**src/rtl/pif_pkg.sv**
```systemverilog
package pif_pkg;

  // Width of a lossless sum of `terms` products of dw x cw signed operands.
  function automatic int unsigned sop_width(int unsigned dw, int unsigned cw, int unsigned terms);
    int unsigned g;
    g = (terms > 1) ? $clog2(terms) : 0;
    return dw + cw + g;
  endfunction

  // Width of a counter over `n` states, never below one bit.
  function automatic int unsigned idx_width(int unsigned n);
    return (n > 1) ? $clog2(n) : 1;
  endfunction

endpackage

```
**src/rtl/pif_phase_ctrl.sv**
```systemverilog
module pif_phase_ctrl #(
  parameter int unsigned FACTOR = 4,
  parameter int unsigned PH_W   = 2
) (
  input  logic            clk,
  input  logic            rst,
  input  logic            en,
  output logic [PH_W-1:0] phase,
  output logic            at_zero
);

  localparam logic [PH_W-1:0] LAST = PH_W'(FACTOR - 1);

  logic [PH_W-1:0] phase_q;

  always_ff @(posedge clk) begin
    if (rst) begin
      phase_q <= '0;
    end else if (en) begin
      phase_q <= (phase_q == LAST) ? '0 : phase_q + 1'b1;
    end
  end

  assign phase   = phase_q;
  assign at_zero = (phase_q == '0);

  // after the last phase the counter returns to the accept phase
  p_wrap_r2: assert property (@(posedge clk) disable iff (rst)
    (en && phase_q == LAST) |=> at_zero);

  // phases advance one step per enabled cycle
  p_step_r5: assert property (@(posedge clk) disable iff (rst)
    (en && phase_q != LAST) |=> (phase_q == $past(phase_q) + 1'b1));

  // a stalled cycle leaves the phase untouched
  p_hold_r7: assert property (@(posedge clk) disable iff (rst)
    !en |=> $stable(phase_q));

endmodule

```
**src/rtl/pif_tap_line.sv**
```systemverilog
module pif_tap_line #(
  parameter int unsigned DATA_W = 18,
  parameter int unsigned DEPTH  = 4
) (
  input  logic                          clk,
  input  logic                          rst,
  input  logic                          en,
  input  logic                          load,
  input  logic [DATA_W-1:0]             din,
  output logic [DEPTH-1:0][DATA_W-1:0]  taps
);

  logic [DEPTH-1:0][DATA_W-1:0] line_q;

  // Index 0 holds the newest sample; older samples move toward DEPTH-1.
  always_ff @(posedge clk) begin
    if (rst) begin
      line_q <= '0;
    end else if (en && load) begin
      line_q <= {line_q[DEPTH-2:0], din};
    end
  end

  assign taps = line_q;

  // an accepted sample lands in the newest slot
  p_capture_r3: assert property (@(posedge clk) disable iff (rst)
    (en && load) |=> (line_q[0] == $past(din)));

  // without an accept, the stored samples do not move
  p_ignore_r3: assert property (@(posedge clk) disable iff (rst)
    !(en && load) |=> $stable(line_q));

endmodule

```
**src/rtl/pif_coef_bank.sv**
```systemverilog
module pif_coef_bank #(
  parameter int unsigned COEF_W = 6,
  parameter int unsigned FACTOR = 4,
  parameter int unsigned BR     = 4,
  parameter int unsigned TAPS   = 16,
  parameter int unsigned PH_W   = 2,
  parameter int          COEF [TAPS] = '{default: 0}
) (
  input  logic                         clk,
  input  logic                         rst,
  input  logic                         en,
  input  logic [PH_W-1:0]              phase,
  output logic [BR-1:0][COEF_W-1:0]    coef
);

  logic [BR-1:0][COEF_W-1:0] coef_q;

  // One small ROM per delay-line position; each holds that position's
  // coefficient for every phase, read through a register.
  for (genvar j = 0; j < BR; j++) begin : g_branch
    logic [COEF_W-1:0] rom [FACTOR];

    for (genvar p = 0; p < FACTOR; p++) begin : g_word
      assign rom[p] = COEF_W'(COEF[j*FACTOR + p]);
    end

    always_ff @(posedge clk) begin
      if (rst) begin
        coef_q[j] <= '0;
      end else if (en) begin
        coef_q[j] <= rom[phase];
      end
    end
  end

  assign coef = coef_q;

  // the coefficient registers hold across a stall
  p_coef_hold_r7: assert property (@(posedge clk) disable iff (rst)
    !en |=> $stable(coef_q));

endmodule

```
**src/rtl/pif_mac.sv**
```systemverilog
module pif_mac #(
  parameter int unsigned DATA_W = 18,
  parameter int unsigned COEF_W = 6,
  parameter int unsigned BR     = 4,
  parameter int unsigned OUT_W  = 26
) (
  input  logic                          clk,
  input  logic                          rst,
  input  logic                          en,
  input  logic [BR-1:0][DATA_W-1:0]     taps,
  input  logic [BR-1:0][COEF_W-1:0]     coef,
  output logic [OUT_W-1:0]              sum
);

  localparam int unsigned PW = DATA_W + COEF_W;
  localparam int unsigned FW = pif_pkg::sop_width(DATA_W, COEF_W, BR);
  localparam int unsigned SW = FW + 1;

  logic signed [PW-1:0]    prod [BR];
  logic signed [SW-1:0]    acc;
  logic signed [OUT_W-1:0] acc_fit;
  logic [OUT_W-1:0]        sum_q;

  for (genvar j = 0; j < BR; j++) begin : g_mul
    assign prod[j] = $signed(taps[j]) * $signed(coef[j]);
  end

  always_comb begin
    acc = '0;
    for (int j = 0; j < BR; j++) begin
      acc = acc + SW'(prod[j]);
    end
  end

  assign acc_fit = OUT_W'(acc);

  always_ff @(posedge clk) begin
    if (rst) begin
      sum_q <= '0;
    end else if (en) begin
      sum_q <= acc_fit;
    end
  end

  assign sum = sum_q;

  // when the output is narrower than the guarded sum, the registered
  // result must still equal the exact sum of products
  if (OUT_W < SW) begin : g_narrow
    p_no_overflow_r8: assert property (@(posedge clk) disable iff (rst)
      en |=> (SW'($signed(sum_q)) == $past(acc)));
  end

endmodule

```
**src/rtl/poly_interp4_fir.sv**
```systemverilog
module poly_interp4_fir #(
  parameter int unsigned DATA_W = 18,
  parameter int unsigned COEF_W = 6,
  parameter int unsigned OUT_W  = 26,
  parameter int unsigned TAPS   = 16,
  parameter int unsigned FACTOR = 4,
  parameter int          COEF [TAPS] = '{-1, -2, -3, 2, 9, 18, 27, 31,
                                         31, 27, 18, 9, 2, -3, -2, -1}
) (
  input  logic                     clk,
  input  logic                     rst,
  input  logic                     clk_en,
  input  logic [DATA_W-1:0]        din,
  output logic                     din_ready,
  output logic [OUT_W-1:0]         dout,
  output logic                     dout_vld
);

  localparam int unsigned BR   = TAPS / FACTOR;
  localparam int unsigned PH_W = pif_pkg::idx_width(FACTOR);

  logic [PH_W-1:0]               phase;
  logic                          accept_slot;
  logic [BR-1:0][DATA_W-1:0]     taps;
  logic [BR-1:0][COEF_W-1:0]     coef;
  logic [OUT_W-1:0]              sum;
  logic                          fill_q;
  logic                          vld_q;

  pif_phase_ctrl #(
    .FACTOR (FACTOR),
    .PH_W   (PH_W)
  ) u_phase (
    .clk     (clk),
    .rst     (rst),
    .en      (clk_en),
    .phase   (phase),
    .at_zero (accept_slot)
  );

  pif_tap_line #(
    .DATA_W (DATA_W),
    .DEPTH  (BR)
  ) u_line (
    .clk  (clk),
    .rst  (rst),
    .en   (clk_en),
    .load (accept_slot),
    .din  (din),
    .taps (taps)
  );

  pif_coef_bank #(
    .COEF_W (COEF_W),
    .FACTOR (FACTOR),
    .BR     (BR),
    .TAPS   (TAPS),
    .PH_W   (PH_W),
    .COEF   (COEF)
  ) u_coef (
    .clk   (clk),
    .rst   (rst),
    .en    (clk_en),
    .phase (phase),
    .coef  (coef)
  );

  pif_mac #(
    .DATA_W (DATA_W),
    .COEF_W (COEF_W),
    .BR     (BR),
    .OUT_W  (OUT_W)
  ) u_mac (
    .clk  (clk),
    .rst  (rst),
    .en   (clk_en),
    .taps (taps),
    .coef (coef),
    .sum  (sum)
  );

  // Two enabled cycles fill the pipe: coefficient/sample registers, then sum.
  always_ff @(posedge clk) begin
    if (rst) begin
      fill_q <= 1'b0;
      vld_q  <= 1'b0;
    end else if (clk_en) begin
      fill_q <= 1'b1;
      vld_q  <= fill_q;
    end
  end

  assign din_ready = accept_slot;
  assign dout      = sum;
  assign dout_vld  = vld_q;

  // once valid, the output stays valid until reset
  p_vld_sticky_r6: assert property (@(posedge clk) disable iff (rst)
    dout_vld |=> dout_vld);

  // an accepted slot is never followed directly by another
  p_one_slot_r2: assert property (@(posedge clk) disable iff (rst)
    (clk_en && din_ready) |=> !din_ready);

  // outputs freeze while the enable is low
  p_out_hold_r7: assert property (@(posedge clk) disable iff (rst)
    !clk_en |=> ($stable(dout) && $stable(dout_vld) && $stable(din_ready)));

endmodule

```
**config.mk**
```make
export PLATFORM = sky130hd
export DESIGN_NAME = poly_interp4_fir
export DESIGN_NICKNAME = d
export VERILOG_FILES = /design/src/rtl/pif_pkg.sv /design/src/rtl/pif_phase_ctrl.sv /design/src/rtl/pif_tap_line.sv /design/src/rtl/pif_coef_bank.sv /design/src/rtl/pif_mac.sv /design/src/rtl/poly_interp4_fir.sv
export SDC_FILE = /design/constraint.sdc
export NUM_CORES = 1
export LEC_CHECK = 0
export BUFFER_PORTS_ARGS = -buffer_cell sky130_fd_sc_hd__buf_2
export CORE_ASPECT_RATIO = 0.7
export CORE_MARGIN = 4
export CORE_UTILIZATION = 45
export DETAILED_ROUTE_END_ITERATION = 12
export GPL_ROUTABILITY_DRIVEN = 0
export GPL_TIMING_DRIVEN = 0
export PLACE_DENSITY = 0.65
export SYNTH_ARGS = -nofsm -noshare
export SYNTH_HDL_FRONTEND = slang
export SYNTH_HIERARCHICAL = 1
export SYNTH_SLANG_ARGS = --single-unit
```
**constraint.sdc**
```tcl
create_clock -name clk -period 8.34 [get_ports clk]
set_input_delay 0.834 -clock clk [delete_from_list [all_inputs] [get_ports clk]]
set_output_delay 0.834 -clock clk [all_outputs]
set_load 0.02 [all_outputs]
```
==> impl_metrics.json <==
{
  "root_buffer": "clkbuf_16",
  "ctsHoldBuffers": 0,
  "ys_seq_area_share_pct": 11.42,
  "clkLatencyLatePin_ns": 0.38,
  "ys_seq_elements": 110,
  "dp_slack_ns": 0.2618,
  "drive_above_1_share_pct": 5.189,
  "totalWireLength_um": 50850,
  "cpMaxStageDelayCell": "dfxtp_1",
  "finalSetupTns_ns": 0,
  "cp.depth": 23,
  "detail-route-antenna-nets": 0,
  "synth.distinct_cells": 55,
  "instances_no_fill": 2615,
  "met2_length_um": 20040,
  "worstPathCellList": "buf_4 -> clkbuf_1 -> clkbuf_2 -> nand2_1 -> fa_1 -> inv_1 -> fa_1 -> fa_1 -> fa_1 -> fa_1 -> fa_1 -> inv_1 -> fa_1 -> inv_1 -> ha_1 -> a21o_2 -> nor3_1 -> nand3_2 -> a211oi_2 -> o31ai_4 -> a221oi_2 -> nor3b_1 -> a211o_1",
  "worstPathRequired_ns": 8.60,
  "clk_pin_slew_ns": 0.09,
  "io_pins": 49,
  "finalCritPeriodShare_pct": 96.63,
  "final_hold_viol_count": 0,
  "seqPwrFrac_pct": 16.4,
  "syn_to_final_growth_pct": 6.474,
  "grt_remaining_overflow": 0,
  "final_common_cell": "inv_1",
  "tightest_slew_ns": 0.6868,
  "slowest_delay_ns": 0.73,
  "max_freq_mhz": 124.1,
  "reg2reg_depth": 23,
  "holdCritPathClass": "reg2reg",
  "fin_util_pct": 48.52,
  "relSlewSlack_pct": 54.21,
  "dr.pass1.iters": 5,
  "power_frac_comb_pct": 71.5,
  "clockPowerShare_pct": 12.1,
  "htree_levels": 3,
  "syn_area_per_cell_um2": 9.659,
  "grt_usage_pct": 22.95,
  "die_width_um": 255.5,
  "die_h_um": 181.2,
  "crit_fanout": 12,
  "mostFrequentLayoutCells": "480 x inv_1, 436 x fa_1, 185 x and2_1, 183 x nand2_1, 128 x nand2b_1",
  "cts_tree": "built",
  "drt-initial-drc-count": 732,
  "clock_path_buffers": 2,
  "rsz0062_at_grt": "no",
  "postPlaceCellArea_um2": 20220,
  "initial_core_util_pct": 45.57,
  "cts_sinks": 110,
  "nFillCells": 3899,
  "avgViaCountPerCell": 4.991,
  "grt_pass1_wl_um": 81770,
  "grt_pass1_vias": 14300,
  "power.density_nw_per_um2": 187.4,
  "dp_hpwl_um": 45400,
  "crit_type": "reg2reg",
  "async_flop_share_pct": 0,
  "synth_area_um2": 19290,
  "power.leakage_uw": 0.01018,
  "max-cap-violations": 0,
  "fp.coreArea_um2": 42330,
  "drc": 0,
  "slew_viol_final": 0,
  "wl_met3_um": 6235,
  "critPathLaunchType": "flip-flop",
  "syn_inst": 1997,
  "wl_per_cell_um": 19.45,
  "dr.max_layer_used": "met4",
  "path_common_cell": "fa_1",
  "vias": 13050,
  "run_status": "finished clean",
  "finalClockSkew_ns": 0.01653,
  "critPathBufInv": 6,
  "critPathTopFamily": "adder cells",
  "met1_length_um": 23670,
  "final_nets": 2619,
  "setup.worst_path.end_class": "flip-flop",
  "rows": 63,
  "worstPathArrival_ns": 8.32,
  "dp_cells": 2598,
  "ir_drop_uv": 268.0,
  "setup_viol": 0,
  "fin_crit_ns": 8.059,
  "post-route-worst-setup-slack_ns": 0.2808,
  "antenna_found_initial": 1,
  "synth-edff-count": 0,
  "netSwitchingPower_uw": 1923,
  "portBuffers": 48,
  "ys.flop_type": "dfxtp_1",
  "netSwitchingFraction_pct": 49.97,
  "grt_max_degree": 23,
  "internal-power_uw": 1925,
  "synth_warnings": 6,
  "min_path_cells": 2,
  "finalInstanceArea_um2": 20540,
  "die_area_um2": 46290,
  "cts_buffers": 9
}
worst reg2reg max path: stages, from the launching register on:
cell and delay (ns):
dfxtp_1 0.73, buf_4 0.22, clkbuf_1 0.48, clkbuf_2 0.38
nand2_1 0.13, fa_1 0.54, inv_1 0.05, fa_1 0.48
fa_1 0.53, fa_1 0.69, fa_1 0.54, fa_1 0.52
inv_1 0.05, fa_1 0.48, inv_1 0.04, ha_1 0.35
a21o_2 0.26, nor3_1 0.23, nand3_2 0.18, a211oi_2 0.35
o31ai_4 0.14, a221oi_2 0.29, nor3b_1 0.08, a211o_1 0.23
routing by layer:
layer / up-vias / global-route usage [%]
li1: 5956 / -
met1: 6610 / 33.94
met2: 446 / 31.77
met3: 39 / 9.402
met4: 0 / 4.604
met5: - / 0
path summary, 6_finish.rpt:
| check | startpoint | endpoint | slack (ns) |
|---|---|---|---|
| worst max-delay path | u_coef/coef[15] | u_mac/sum[25] | 0.28 |
| worst min-delay path | u_mac/sum[22] | u_mac/sum[22] | 0.46 |
| worst max register to register | u_coef/coef[15] | u_mac/sum[25] | 0.28 |
| worst min register to register | u_mac/sum[22] | u_mac/sum[22] | 0.46 |
flip-flops by register name, indices dropped and copies added, names as in the netlist:
| signal | flops |
|---|---|
| u_line/taps | 72 |
| u_mac/sum | 26 |
| u_coef/coef | 8 |
| u_phase/phase | 2 |
| dout_vld | 1 |
| fill_q | 1 |
Yosys cell counts (all sizes together), types with 2 or more instances:
library cell | instances | area, um2
a211oi | 4 | 35.03
o21ai | 30 | 150.1
a31oi | 2 | 12.51
mux2i | 75 | 750.7
a21o | 11 | 86.34
nor3b | 2 | 15.01
nand2b | 128 | 800.8
ha | 105 | 1314
and2 | 185 | 1157
a211o | 2 | 17.52
clkbuf | 49 | 204.0
o21bai | 3 | 22.52
or4b | 2 | 20.02
buf | 29 | 234.0
o21a | 4 | 30.03
inv | 480 | 1802
fa | 436 | 8728
nor3 | 2 | 10.01
dfxtp | 110 | 2202
xor2 | 9 | 78.83
nand2 | 184 | 698.2
nand3 | 4 | 25.02
nand4b | 19 | 166.4
a221oi | 3 | 32.53
xnor2 | 23 | 201.4
o22ai | 3 | 18.77
a311oi | 4 | 35.03
a21oi | 12 | 71.32
o31ai | 2 | 28.78
nor2 | 61 | 229.0
logic make-up after synthesis:
kind of cell,Yosys count,share of synthesized area (%)
and+or+nand+nor,592,16.37
buffers and inverters,559,11.63
adders and majority gates,541,52.06
DFF,110,11.42
AOI/OAI and AO/OA,87,3.153
muxes,75,3.892
xor gates and xnor gates,32,1.453
other,1,0.01944
power by group through the flow:
stage	logic, uW	clock network [uW]	registers, uW
floorplan	1920	0	662
global placement	2690	0	640
detailed placement	2680	0	642
CTS	2750	477	630
global route	3110	495	639
finish	2750	466	632
per-stage QoR:
step | hold WS (ns) | total power [uW]
2_1_floorplan | 0.4377 | 2586
3_3_place_gp | 0.4396 | 3328
3_5_place_dp | 0.4501 | 3326
4_1_cts | 0.4631 | 3856
5_1_grt | 0.4945 | 4243
6_report | 0.4585 | 3849
area by class of cell:
type                            count  area [um2]  area share [%]
Sequential cell                   110        2203           10.73
Multi-Input combinational cell   1329       14850           72.29
Timing Repair Buffer               48       240.2           1.170
Clock inverter                      7       83.83          0.4082
Buffer                             78       439.2           2.138
Clock buffer                        9       225.2           1.097
Inverter                          481        1805           8.791
Antenna cell                        1       2.502         0.01218
Tap cell                          552       690.7           3.363
what timing repair did:
action,4_1_cts,5_1_grt
resized for setup,0,3
endpoints found under the setup margin,0,4
setup buffers,0,0
Note: power is estimated with default switching activity, not from simulation.
